## config.mk

```make
export PLATFORM = sky130hd
export DESIGN_NAME = vin_sync_ctrl
export DESIGN_NICKNAME = d
export VERILOG_FILES = /design/src/rtl/vin_sync_ctrl.sv
export SDC_FILE = /design/constraint.sdc
export NUM_CORES = 1
export LEC_CHECK = 0
export BUFFER_PORTS_ARGS = -buffer_cell sky130_fd_sc_hd__buf_4
export CAP_MARGIN = 20
export CORE_MARGIN = 2
export CORE_UTILIZATION = 60
export CTS_CLUSTER_DIAMETER = 30
export CTS_CLUSTER_SIZE = 30
export DETAILED_ROUTE_END_ITERATION = 10
export PLACE_DENSITY = 0.83
export SYNTH_ARGS = -nofsm -noshare
export SYNTH_HDL_FRONTEND = slang
export SYNTH_SLANG_ARGS = --single-unit
```

## constraint.sdc

```tcl
create_clock -name clk -period 4 [get_ports clk]
set_input_delay 0.4 -clock clk [delete_from_list [all_inputs] [get_ports clk]]
set_output_delay 0.4 -clock clk [all_outputs]
set_load 0.03 [all_outputs]
```

## src/rtl/vin_sync_ctrl.sv

```systemverilog
module vin_sync_ctrl #(
  parameter int CNT_W   = 10,
  parameter int DLY_W   = 8,
  parameter int DLY_RST = 170,
  parameter int PAL_MIN = 288
) (
  input  logic             clk,
  input  logic             rst_n,
  input  logic             line_stb,
  input  logic             vsync_in,
  input  logic             field_par,
  input  logic [DLY_W-1:0] dly_val,
  output logic             std_ntsc,
  output logic             fseq_ok,
  output logic             vsync_out
);

  localparam logic [CNT_W-1:0] CNT_MAX   = '1;
  localparam logic [CNT_W-1:0] PAL_MIN_L = PAL_MIN[CNT_W-1:0];
  localparam logic [DLY_W-1:0] DLY_RST_L = DLY_RST[DLY_W-1:0];

  logic [CNT_W-1:0] cnt;
  logic [CNT_W-1:0] prev_cnt;
  logic             prev_par;
  logic             prev_ok;
  logic             seen;
  logic [DLY_W-1:0] nxt_dly;
  logic [DLY_W-1:0] cur_dly;
  logic [CNT_W:0]   cnt_inc;
  logic             sat;
  logic             hit;

  assign cnt_inc = {1'b0, cnt} + {{CNT_W{1'b0}}, 1'b1};
  assign sat     = (cnt == CNT_MAX);
  assign hit     = seen && line_stb && (cur_dly != '0) &&
                   (cnt_inc == {{(CNT_W+1-DLY_W){1'b0}}, cur_dly});

  always_ff @(posedge clk) begin
    if (!rst_n) begin
      cnt       <= '0;
      prev_cnt  <= '0;
      prev_par  <= 1'b0;
      prev_ok   <= 1'b0;
      seen      <= 1'b0;
      nxt_dly   <= DLY_RST_L;
      cur_dly   <= DLY_RST_L;
      std_ntsc  <= 1'b0;
      fseq_ok   <= 1'b0;
      vsync_out <= 1'b0;
    end else if (vsync_in) begin
      if (seen) begin
        std_ntsc <= (cnt < PAL_MIN_L);
        fseq_ok  <= prev_ok && !sat && (cnt == prev_cnt) && (field_par == prev_par);
        prev_cnt <= cnt;
        prev_par <= field_par;
        prev_ok  <= 1'b1;
      end
      cnt       <= '0;
      seen      <= 1'b1;
      cur_dly   <= nxt_dly;
      nxt_dly   <= dly_val;
      vsync_out <= 1'b0;
    end else begin
      if (line_stb && !sat) cnt <= cnt_inc[CNT_W-1:0];
      vsync_out <= hit;
    end
  end

endmodule

```

==> results of run 1 <==
==> stage by stage <==
step                util, %  setup slack [ps]  area (um^2)
floorplan                 -              2422         2073
global placement      64.68              2091         2158
detailed placement    64.68              2021         2158
CTS                   67.12              1969         2240
global route          67.12              1811         2240
finish                67.12              1957         2240
==> Yosys cell counts (2+ instances only) <==
master / n / share of area [%]
nor4_1: 5 / 1.5
nor3_1: 3 / 0.72
a21boi_1: 9 / 3.3
clkbuf_1: 11 / 2.0
xnor2_1: 13 / 5.5
nor4b_1: 2 / 0.85
nand2b_1: 3 / 0.91
mux2i_1: 19 / 9.2
a21boi_0: 3 / 1.1
nor2_1: 11 / 2.0
nand2_1: 43 / 7.8
xor2_1: 14 / 5.9
nor2b_1: 9 / 2.7
nand3_1: 3 / 0.72
buf_2: 5 / 1.2
dfxtp_1: 42 / 41
a21oi_1: 2 / 0.48
o21a_1: 2 / 0.72
nand4_1: 6 / 1.8
inv_1: 2 / 0.36
==> power by group <==
group / internal, mW / switching, mW / total (mW) / leakage, nW
registers: 0.429 / 0.00978 / 0.439 / 0.342
clock network: 0.146 / 0.134 / 0.280 / 0.0443
logic: 0.0288 / 0.0284 / 0.0572 / 0.487
==> flip-flops by register name, summed over array words and instances, names as in the netlist <==
name	flops
prev_cnt	10
nxt_dly	8
vsync_out	1
prev_ok	1
seen	1
cur_dly	8
std_ntsc	1
cnt	10
prev_par	1
fseq_ok	1
==> logic make-up after synthesis <==
logic type,Yosys count,synth area share (%)
AND/OR/NAND/NOR,97,23.96
flip-flops,42,40.56
XOR/XNOR,27,11.41
AO/OA/AOI/OAI,25,9.837
buffers and inverters,20,4.466
multiplexers,19,9.173
adder cells (fa/ha/maj),1,0.6034
==> final cells by class <==
class,instances,area [um^2],area share (%)
clock inverters,1,30.03,1.341
inverters,2,7.507,0.3352
repair buffers,15,112.6,5.028
flip-flops and latches,42,840.8,37.54
clock buffers,6,51.30,2.291
well taps,46,57.56,2.570
multi-input cells,169,1140,50.89
==> worst reg2reg max path: stages (launching register included) <==
cell	delay, ps
dfxtp_1	570
ha_1	470
and2_4	240
a31oi_1	80
a221o_1	380
a221oi_2	230
==> path summary, 6_finish.rpt <==
path / start / end / slack [ps] / cells past startpoint
setup / recovery: cnt[0] / vsync_out / 1960 / 5
hold / removal: dly_val[1] / nxt_dly[1] / 260 / 3
setup reg to reg: cnt[0] / vsync_out / 1960 / 5
hold reg to reg: prev_cnt[7] / prev_cnt[7] / 470 / 2
==> layer usage <==
layer | track usage (%) | wire length, um | vias to the layer above
met5 | 0 | 0 | -
met4 | 8.333 | 71 | 0
met3 | 5.045 | 224 | 9
met2 | 32.80 | 1649 | 42
met1 | 29.37 | 1802 | 685
li1 | - | - | 792
==> impl_metrics.prom, run 1 <==
# TYPE chip_impl_metric gauge
chip_impl_metric{name="drtPass1Iterations",unit=""} 4
chip_impl_metric{name="antenna_cells",unit=""} 0
chip_impl_metric{name="rows",unit=""} 21
chip_impl_metric{name="worst-path-max-fanout",unit=""} 10
chip_impl_metric{name="post_cts.repair.setup_buffers",unit=""} 0
chip_impl_info{name="path_delay_family",value="compound AO/OA/AOI/OAI gates"} 1
chip_impl_metric{name="totalPowerFinal",unit="mW"} 0.7759
chip_impl_metric{name="worstMarginPinSlew",unit="ps"} 510.8
chip_impl_metric{name="slew_headroom",unit="%"} 65.07
chip_impl_info{name="cp_cell_sequence",value="ha_1, and2_4, a31oi_1, a221o_1, a221oi_2"} 1
chip_impl_metric{name="setup_viol",unit=""} 0
chip_impl_metric{name="ant_nets",unit=""} 0
chip_impl_metric{name="buffer_ports.inserted",unit=""} 15
chip_impl_metric{name="synth-async-reset-ratio",unit="%"} 0
chip_impl_metric{name="boundaryPins",unit=""} 16
chip_impl_metric{name="synthesis.instances",unit=""} 231
chip_impl_metric{name="floorplan.initialDensity",unit="%"} 62.13
chip_impl_metric{name="die_height",unit="um"} 62.78
chip_impl_info{name="setup.worst_path.class",value="reg -> reg"} 1
chip_impl_metric{name="hpwlAfterDp",unit="mm"} 2.644
chip_impl_metric{name="drt-total-wl",unit="mm"} 3.748
chip_impl_metric{name="mean_instance_size_in_the_synthesized_netlist",unit="um^2"} 8.975
chip_impl_metric{name="synth.net_count",unit=""} 245
chip_impl_metric{name="clk_latency",unit="ps"} 350
chip_impl_metric{name="fillerInstances",unit=""} 303
chip_impl_metric{name="area_growth_syn_to_layout",unit="%"} 8.027
chip_impl_metric{name="htree_num_levels",unit=""} 2
chip_impl_metric{name="final_min_period_over_clock_period",unit="%"} 51.07
chip_impl_metric{name="fin_cells",unit=""} 281
chip_impl_metric{name="gr-usage-all-layers",unit="%"} 21.45
chip_impl_info{name="tritoncts",value="built"} 1
chip_impl_metric{name="via_per_inst",unit=""} 5.438
chip_impl_metric{name="maxCapViolations",unit=""} 0
chip_impl_metric{name="overflow",unit=""} 0
chip_impl_info{name="hold_path_class",value="in -> reg"} 1
chip_impl_metric{name="post_route_cells_drive_above_1_share",unit="%"} 12.34
chip_impl_info{name="synth-main-ff-cell",value="dfxtp_1"} 1
chip_impl_metric{name="drt_iter0_drcs",unit=""} 154
chip_impl_metric{name="worstPathBufferInverterCount",unit=""} 0
chip_impl_metric{name="worst_ep_required_time",unit="ps"} 4280
chip_impl_metric{name="final_net_count",unit=""} 249
chip_impl_metric{name="final.setup.tns",unit="ps"} 0
chip_impl_metric{name="synth-edff-count",unit=""} 0
chip_impl_info{name="outcome",value="completed"} 1
chip_impl_metric{name="place_congestion",unit=""} 0.9107
chip_impl_metric{name="fmax",unit="GHz"} 0.4895
chip_impl_metric{name="postCtsHoldBufs",unit=""} 0
chip_impl_metric{name="max-vdd-ir-drop",unit="mV"} 0.2327
chip_impl_metric{name="die-area",unit="um^2"} 3941
chip_impl_metric{name="synth_seq_area_share",unit="%"} 40.56
chip_impl_metric{name="timing.clock.skew",unit="ps"} 5.076
chip_impl_info{name="cts_root_buf",value="clkbuf_4"} 1
chip_impl_metric{name="numCtsBuffers",unit=""} 5
chip_impl_metric{name="coreArea",unit="um^2"} 3337
chip_impl_metric{name="ctsResizeCount",unit=""} 0
chip_impl_metric{name="whs",unit="ps"} 255.4
chip_impl_metric{name="clock-sinks",unit=""} 42
chip_impl_metric{name="pd_cells",unit="nW/um^2"} 346.4
chip_impl_info{name="worstSetupEndpointType",value="register"} 1
chip_impl_metric{name="routed_len_inst",unit="um"} 13.34
chip_impl_metric{name="post_synth_num_cell_types",unit=""} 44
chip_impl_metric{name="detailroute.via_count",unit=""} 1528
chip_impl_metric{name="post_synth_instance_area",unit="um^2"} 2073
chip_impl_metric{name="final_slew_viol_count",unit=""} 0
chip_impl_info{name="layout.cells.most_common",value="nand2_1"} 1
chip_impl_info{name="grt_setup_unrepaired",value="no"} 1
chip_impl_metric{name="placed_cells_incl_taps",unit=""} 274
chip_impl_metric{name="yosysWarnings",unit=""} 0
chip_impl_metric{name="grt_max_degree",unit=""} 33
chip_impl_metric{name="slowest_delay",unit="ps"} 570
chip_impl_metric{name="drt_drc_violations_left",unit=""} 0
chip_impl_info{name="most-common-layout-cells",value="nand2_1 (43), dfxtp_1 (42), mux2i_1 (19), buf_4 (15), xor2_1 (14)"} 1
chip_impl_metric{name="grt_antenna_before_repair",unit=""} 0
chip_impl_metric{name="postSynthRegisterBits",unit=""} 42
chip_impl_info{name="start_kind",value="register"} 1
chip_impl_metric{name="grt_first_pass_wirelength",unit="mm"} 6.686
chip_impl_metric{name="die_width",unit="um"} 62.78
chip_impl_info{name="cpMaxStageDelayCell",value="dfxtp_1"} 1
chip_impl_metric{name="leak_pwr",unit="nW"} 0.8729
chip_impl_metric{name="ctsLongestPathBuffers",unit=""} 2
chip_impl_metric{name="arrival",unit="ps"} 2320
chip_impl_metric{name="vias_in_the_first_global_route",unit=""} 1418
chip_impl_metric{name="clk_pin_slew_worst_paths",unit="ps"} 120
chip_impl_metric{name="finalHoldViolCount",unit=""} 0
chip_impl_metric{name="finalWorstPathRequiredPeriod",unit="ps"} 2043
Note: power is estimated with default switching activity, not from simulation.
==> run 2: changes to the inputs <==
- ABC_AREA: unset -> 1
- CORE_UTILIZATION: 60 -> 59
- PLACE_DENSITY: 0.83 -> 0.81
- clock period: 4 -> 2.1 ns (I/O delays scaled with it)
==> run 2 against run 1 <==
  * First-iteration DRC count shrank 38%
  * Synthesized cell count increased by 36%
  * Utilization down 0.12 points
  * Sequential power up 99%
  * Critical path type unchanged
  * Critical endpoint is now cnt[4]
==> impl_metrics.prom, run 2 <==
# TYPE chip_impl_metric gauge
chip_impl_metric{name="timing.clock.skew",unit="ps"} 6.692
chip_impl_metric{name="final_min_period_over_clock_period",unit="%"} 83.94
chip_impl_metric{name="slew_headroom",unit="%"} 73.24
chip_impl_metric{name="yosysWarnings",unit=""} 0
chip_impl_info{name="grt_setup_unrepaired",value="no"} 1
chip_impl_info{name="synthMostInstantiatedCell",value="nand2_1"} 1
chip_impl_metric{name="maxCapViolations",unit=""} 0
chip_impl_info{name="synth.area.top_cells",value="dfxtp_1 (39%), nand2_1 (14%), o21ai_0 (7.0%)"} 1
chip_impl_metric{name="setup_viol",unit=""} 0
chip_impl_metric{name="grt_antenna_before_repair",unit=""} 0
chip_impl_metric{name="final_slew_viol_count",unit=""} 0
chip_impl_metric{name="switching_share",unit="%"} 28.20
chip_impl_metric{name="arrival",unit="ps"} 2030
chip_impl_metric{name="power.switching",unit="mW"} 0.4074
chip_impl_metric{name="worst-path-max-fanout",unit=""} 11
chip_impl_metric{name="place_congestion",unit=""} 0.9451
chip_impl_info{name="start_kind",value="register"} 1
chip_impl_metric{name="drt_iter0_drcs",unit=""} 96
chip_impl_info{name="cp_cell_sequence",value="ha_1, nand3_1, inv_2, nand3b_4, nand2_4, inv_2, o21ai_0, nor2_1"} 1
chip_impl_metric{name="antenna_cells",unit=""} 0
chip_impl_info{name="cpMostUsedCell",value="inv_2"} 1
chip_impl_info{name="outcome",value="completed"} 1
chip_impl_info{name="cts_root_buf",value="clkbuf_4"} 1
chip_impl_info{name="setup.worst_path.class",value="reg -> reg"} 1
chip_impl_info{name="synth-main-ff-cell",value="dfxtp_1"} 1
chip_impl_info{name="post-synth-top-area-cell",value="dfxtp_1"} 1
chip_impl_metric{name="die_width",unit="um"} 64.34
chip_impl_metric{name="buffer_ports.inserted",unit=""} 15
chip_impl_metric{name="totalPowerFinal",unit="mW"} 1.445
chip_impl_metric{name="synthesis.instances",unit=""} 315
chip_impl_metric{name="ctsResizeCount",unit=""} 0
chip_impl_metric{name="vias_in_the_first_global_route",unit=""} 1800
chip_impl_metric{name="post_synth_num_cell_types",unit=""} 27
chip_impl_metric{name="die-area",unit="um^2"} 4140
chip_impl_metric{name="grt_max_degree",unit=""} 25
chip_impl_metric{name="max-vdd-ir-drop",unit="mV"} 0.5734
chip_impl_metric{name="routed_len_inst",unit="um"} 12.07
chip_impl_metric{name="area_growth_syn_to_layout",unit="%"} 6.523
chip_impl_info{name="tritoncts",value="built"} 1
chip_impl_metric{name="final.setup.tns",unit="ps"} 0
chip_impl_metric{name="ctsLongestPathBuffers",unit=""} 2
chip_impl_metric{name="via_per_inst",unit=""} 5.188
chip_impl_metric{name="rows",unit=""} 21
chip_impl_info{name="most-common-layout-cells",value="nand2_1 (78), dfxtp_1 (42), nor2_1 (36), inv_1 (30), o21ai_0 (30)"} 1
chip_impl_metric{name="drt_drc_violations_left",unit=""} 0
chip_impl_metric{name="clk_latency",unit="ps"} 360
chip_impl_metric{name="grt_first_pass_wirelength",unit="mm"} 7.907
chip_impl_info{name="largestRegisters",value="cnt: 10 flops, prev_cnt: 10 flops"} 1
chip_impl_metric{name="finalHoldViolCount",unit=""} 0
chip_impl_metric{name="gr-usage-all-layers",unit="%"} 24.76
chip_impl_metric{name="slowest_delay",unit="ps"} 490
chip_impl_metric{name="worst_slack",unit="ps"} 337.2
chip_impl_metric{name="synth-async-reset-ratio",unit="%"} 0
chip_impl_metric{name="ant_nets",unit=""} 0
chip_impl_metric{name="post_synth_instance_area",unit="um^2"} 2148
chip_impl_metric{name="overflow",unit=""} 0
chip_impl_metric{name="synth_seq_area_share",unit="%"} 39.14
chip_impl_metric{name="drtPass1Iterations",unit=""} 4
chip_impl_metric{name="post_route_cells_drive_above_1_share",unit="%"} 12.88
chip_impl_metric{name="clock-sinks",unit=""} 42
chip_impl_metric{name="detailroute.via_count",unit=""} 1930
chip_impl_metric{name="clk_pin_slew_worst_paths",unit="ps"} 120
chip_impl_metric{name="postCtsHoldBufs",unit=""} 0
chip_impl_metric{name="synth.net_count",unit=""} 329
chip_impl_metric{name="preCtsSetupSlack",unit="ps"} 385.7
chip_impl_metric{name="drt-total-wl",unit="mm"} 4.489
chip_impl_metric{name="final_net_count",unit=""} 340
chip_impl_metric{name="worstMarginPinSlew",unit="ps"} 400.8
chip_impl_metric{name="clock_power_share",unit="%"} 26.1
chip_impl_info{name="worstSetupEndpointType",value="register"} 1
chip_impl_metric{name="power.share.combinational",unit="%"} 13.3
chip_impl_metric{name="cell_internal_pwr",unit="mW"} 1.037
chip_impl_metric{name="finalInstanceArea",unit="um^2"} 2288
chip_impl_info{name="hold_path_class",value="in -> reg"} 1
chip_impl_metric{name="pd_cells",unit="nW/um^2"} 631.3
chip_impl_metric{name="post_cts.repair.setup_buffers",unit=""} 0
chip_impl_metric{name="coreArea",unit="um^2"} 3416
chip_impl_metric{name="leak_pwr",unit="nW"} 1.037
chip_impl_metric{name="sequentialPowerShare",unit="%"} 60.6
chip_impl_info{name="synthTopCellsByCount",value="nand2_1 (78), dfxtp_1 (42), nor2_1 (36)"} 1
chip_impl_metric{name="synth-edff-count",unit=""} 0
chip_impl_metric{name="finalWorstPathRequiredPeriod",unit="ps"} 1763
chip_impl_metric{name="numCtsBuffers",unit=""} 5
chip_impl_metric{name="finish.utilization",unit="%"} 67.00
chip_impl_info{name="layout.cells.most_common",value="nand2_1"} 1
chip_impl_metric{name="synth_top_area_share",unit="%"} 39.14
chip_impl_metric{name="die_height",unit="um"} 64.34
chip_impl_metric{name="worst_ep_required_time",unit="ps"} 2360
chip_impl_metric{name="dpl-instance-area",unit="um^2"} 2241
chip_impl_metric{name="fmax",unit="GHz"} 0.5673
chip_impl_metric{name="htree_num_levels",unit=""} 2
chip_impl_info{name="cpMaxStageDelayCell",value="dfxtp_1"} 1
chip_impl_metric{name="postSynthRegisterBits",unit=""} 42
chip_impl_metric{name="floorplan.initialDensity",unit="%"} 62.89
chip_impl_metric{name="mean_instance_size_in_the_synthesized_netlist",unit="um^2"} 6.820
chip_impl_metric{name="hpwlAfterDp",unit="mm"} 3.363
chip_impl_metric{name="boundaryPins",unit=""} 16
## run 2: cell count changes in the layout (fill, tap and decap cells not counted), moves of 12 or more
cell and delta:
nand2_1 +35, inv_1 +28, o21ai_0 +30, nor2_1 +25, xor2_1 -12, nand3_1 +25, mux2i_1 -19, a21oi_1 +22
## run 2: layout make-up
class | instances | area [um^2]
Fill cell | 327 | 1127
Multi-Input combinational cell | 225 | 1087
Sequential cell | 42 | 840.8
Inverter | 36 | 135.1
Timing Repair Buffer | 16 | 120.1
Tap cell | 46 | 57.56
Clock buffer | 5 | 37.54
Clock inverter | 2 | 10.01
## run 2: power groups by stage
stage	clock network (mW)	registers, mW	logic [mW]
finish	0.378	0.875	0.192
global route	0.421	0.880	0.224
CTS	0.383	0.874	0.193
detailed placement	0	0.892	0.192
global placement	0	0.890	0.189
floorplan	0	0.881	0.152
## run 2: kinds of logic (layout without fill, tap and decap cells)
| logic type | after synthesis | in the layout | synth area share (%) |
|---|---|---|---|
| and+or+nand+nor | 155 | 155 | 31.97 |
| AOI/OAI and AO/OA | 63 | 63 | 15.61 |
| buffers and inverters | 48 | 59 | 10.25 |
| DFF | 42 | 42 | 39.14 |
| xor gates and xnor gates | 6 | 6 | 2.446 |
| adders and majority gates | 1 | 1 | 0.5823 |
## run 2: worst max-delay path: cells and delay by family (launching register included)
kind | cells | cell delay [ps]
AND/OR/NAND/NOR | 4 | 480
buffers and inverters | 2 | 220
AO/OA/AOI/OAI | 1 | 180
flip-flops | 1 | 490
adder cells (fa/ha/maj) | 1 | 300
## run 2: worst paths after layout
kind                from     endpoint  slack [ps]  cells after the start
max               cnt[0]       cnt[4]         340                      8
min           dly_val[5]   nxt_dly[5]          60                      3
max reg2reg       cnt[0]       cnt[4]         340                      8
min reg2reg  prev_cnt[4]  prev_cnt[4]         470                      2
## run 2: metrics by stage
step | hold slack (ps) | std cells
4_1_cts | 56.35 | 372
5_1_grt | 35.29 | 372
2_1_floorplan | 336.3 | 315
3_5_place_dp | 426.2 | 365
6_report | 56.65 | 372
3_3_place_gp | 419.5 | 365
## run 2: layer usage
metal	wire length [um]	GRT usage, %	up-vias	share of wire, %
met5	0	0	-	0
met4	89	9.309	0	2.0
met3	202	6.514	9	4.5
met2	2031	39.71	40	45
met1	2166	31.87	847	48
li1	-	-	1034	-
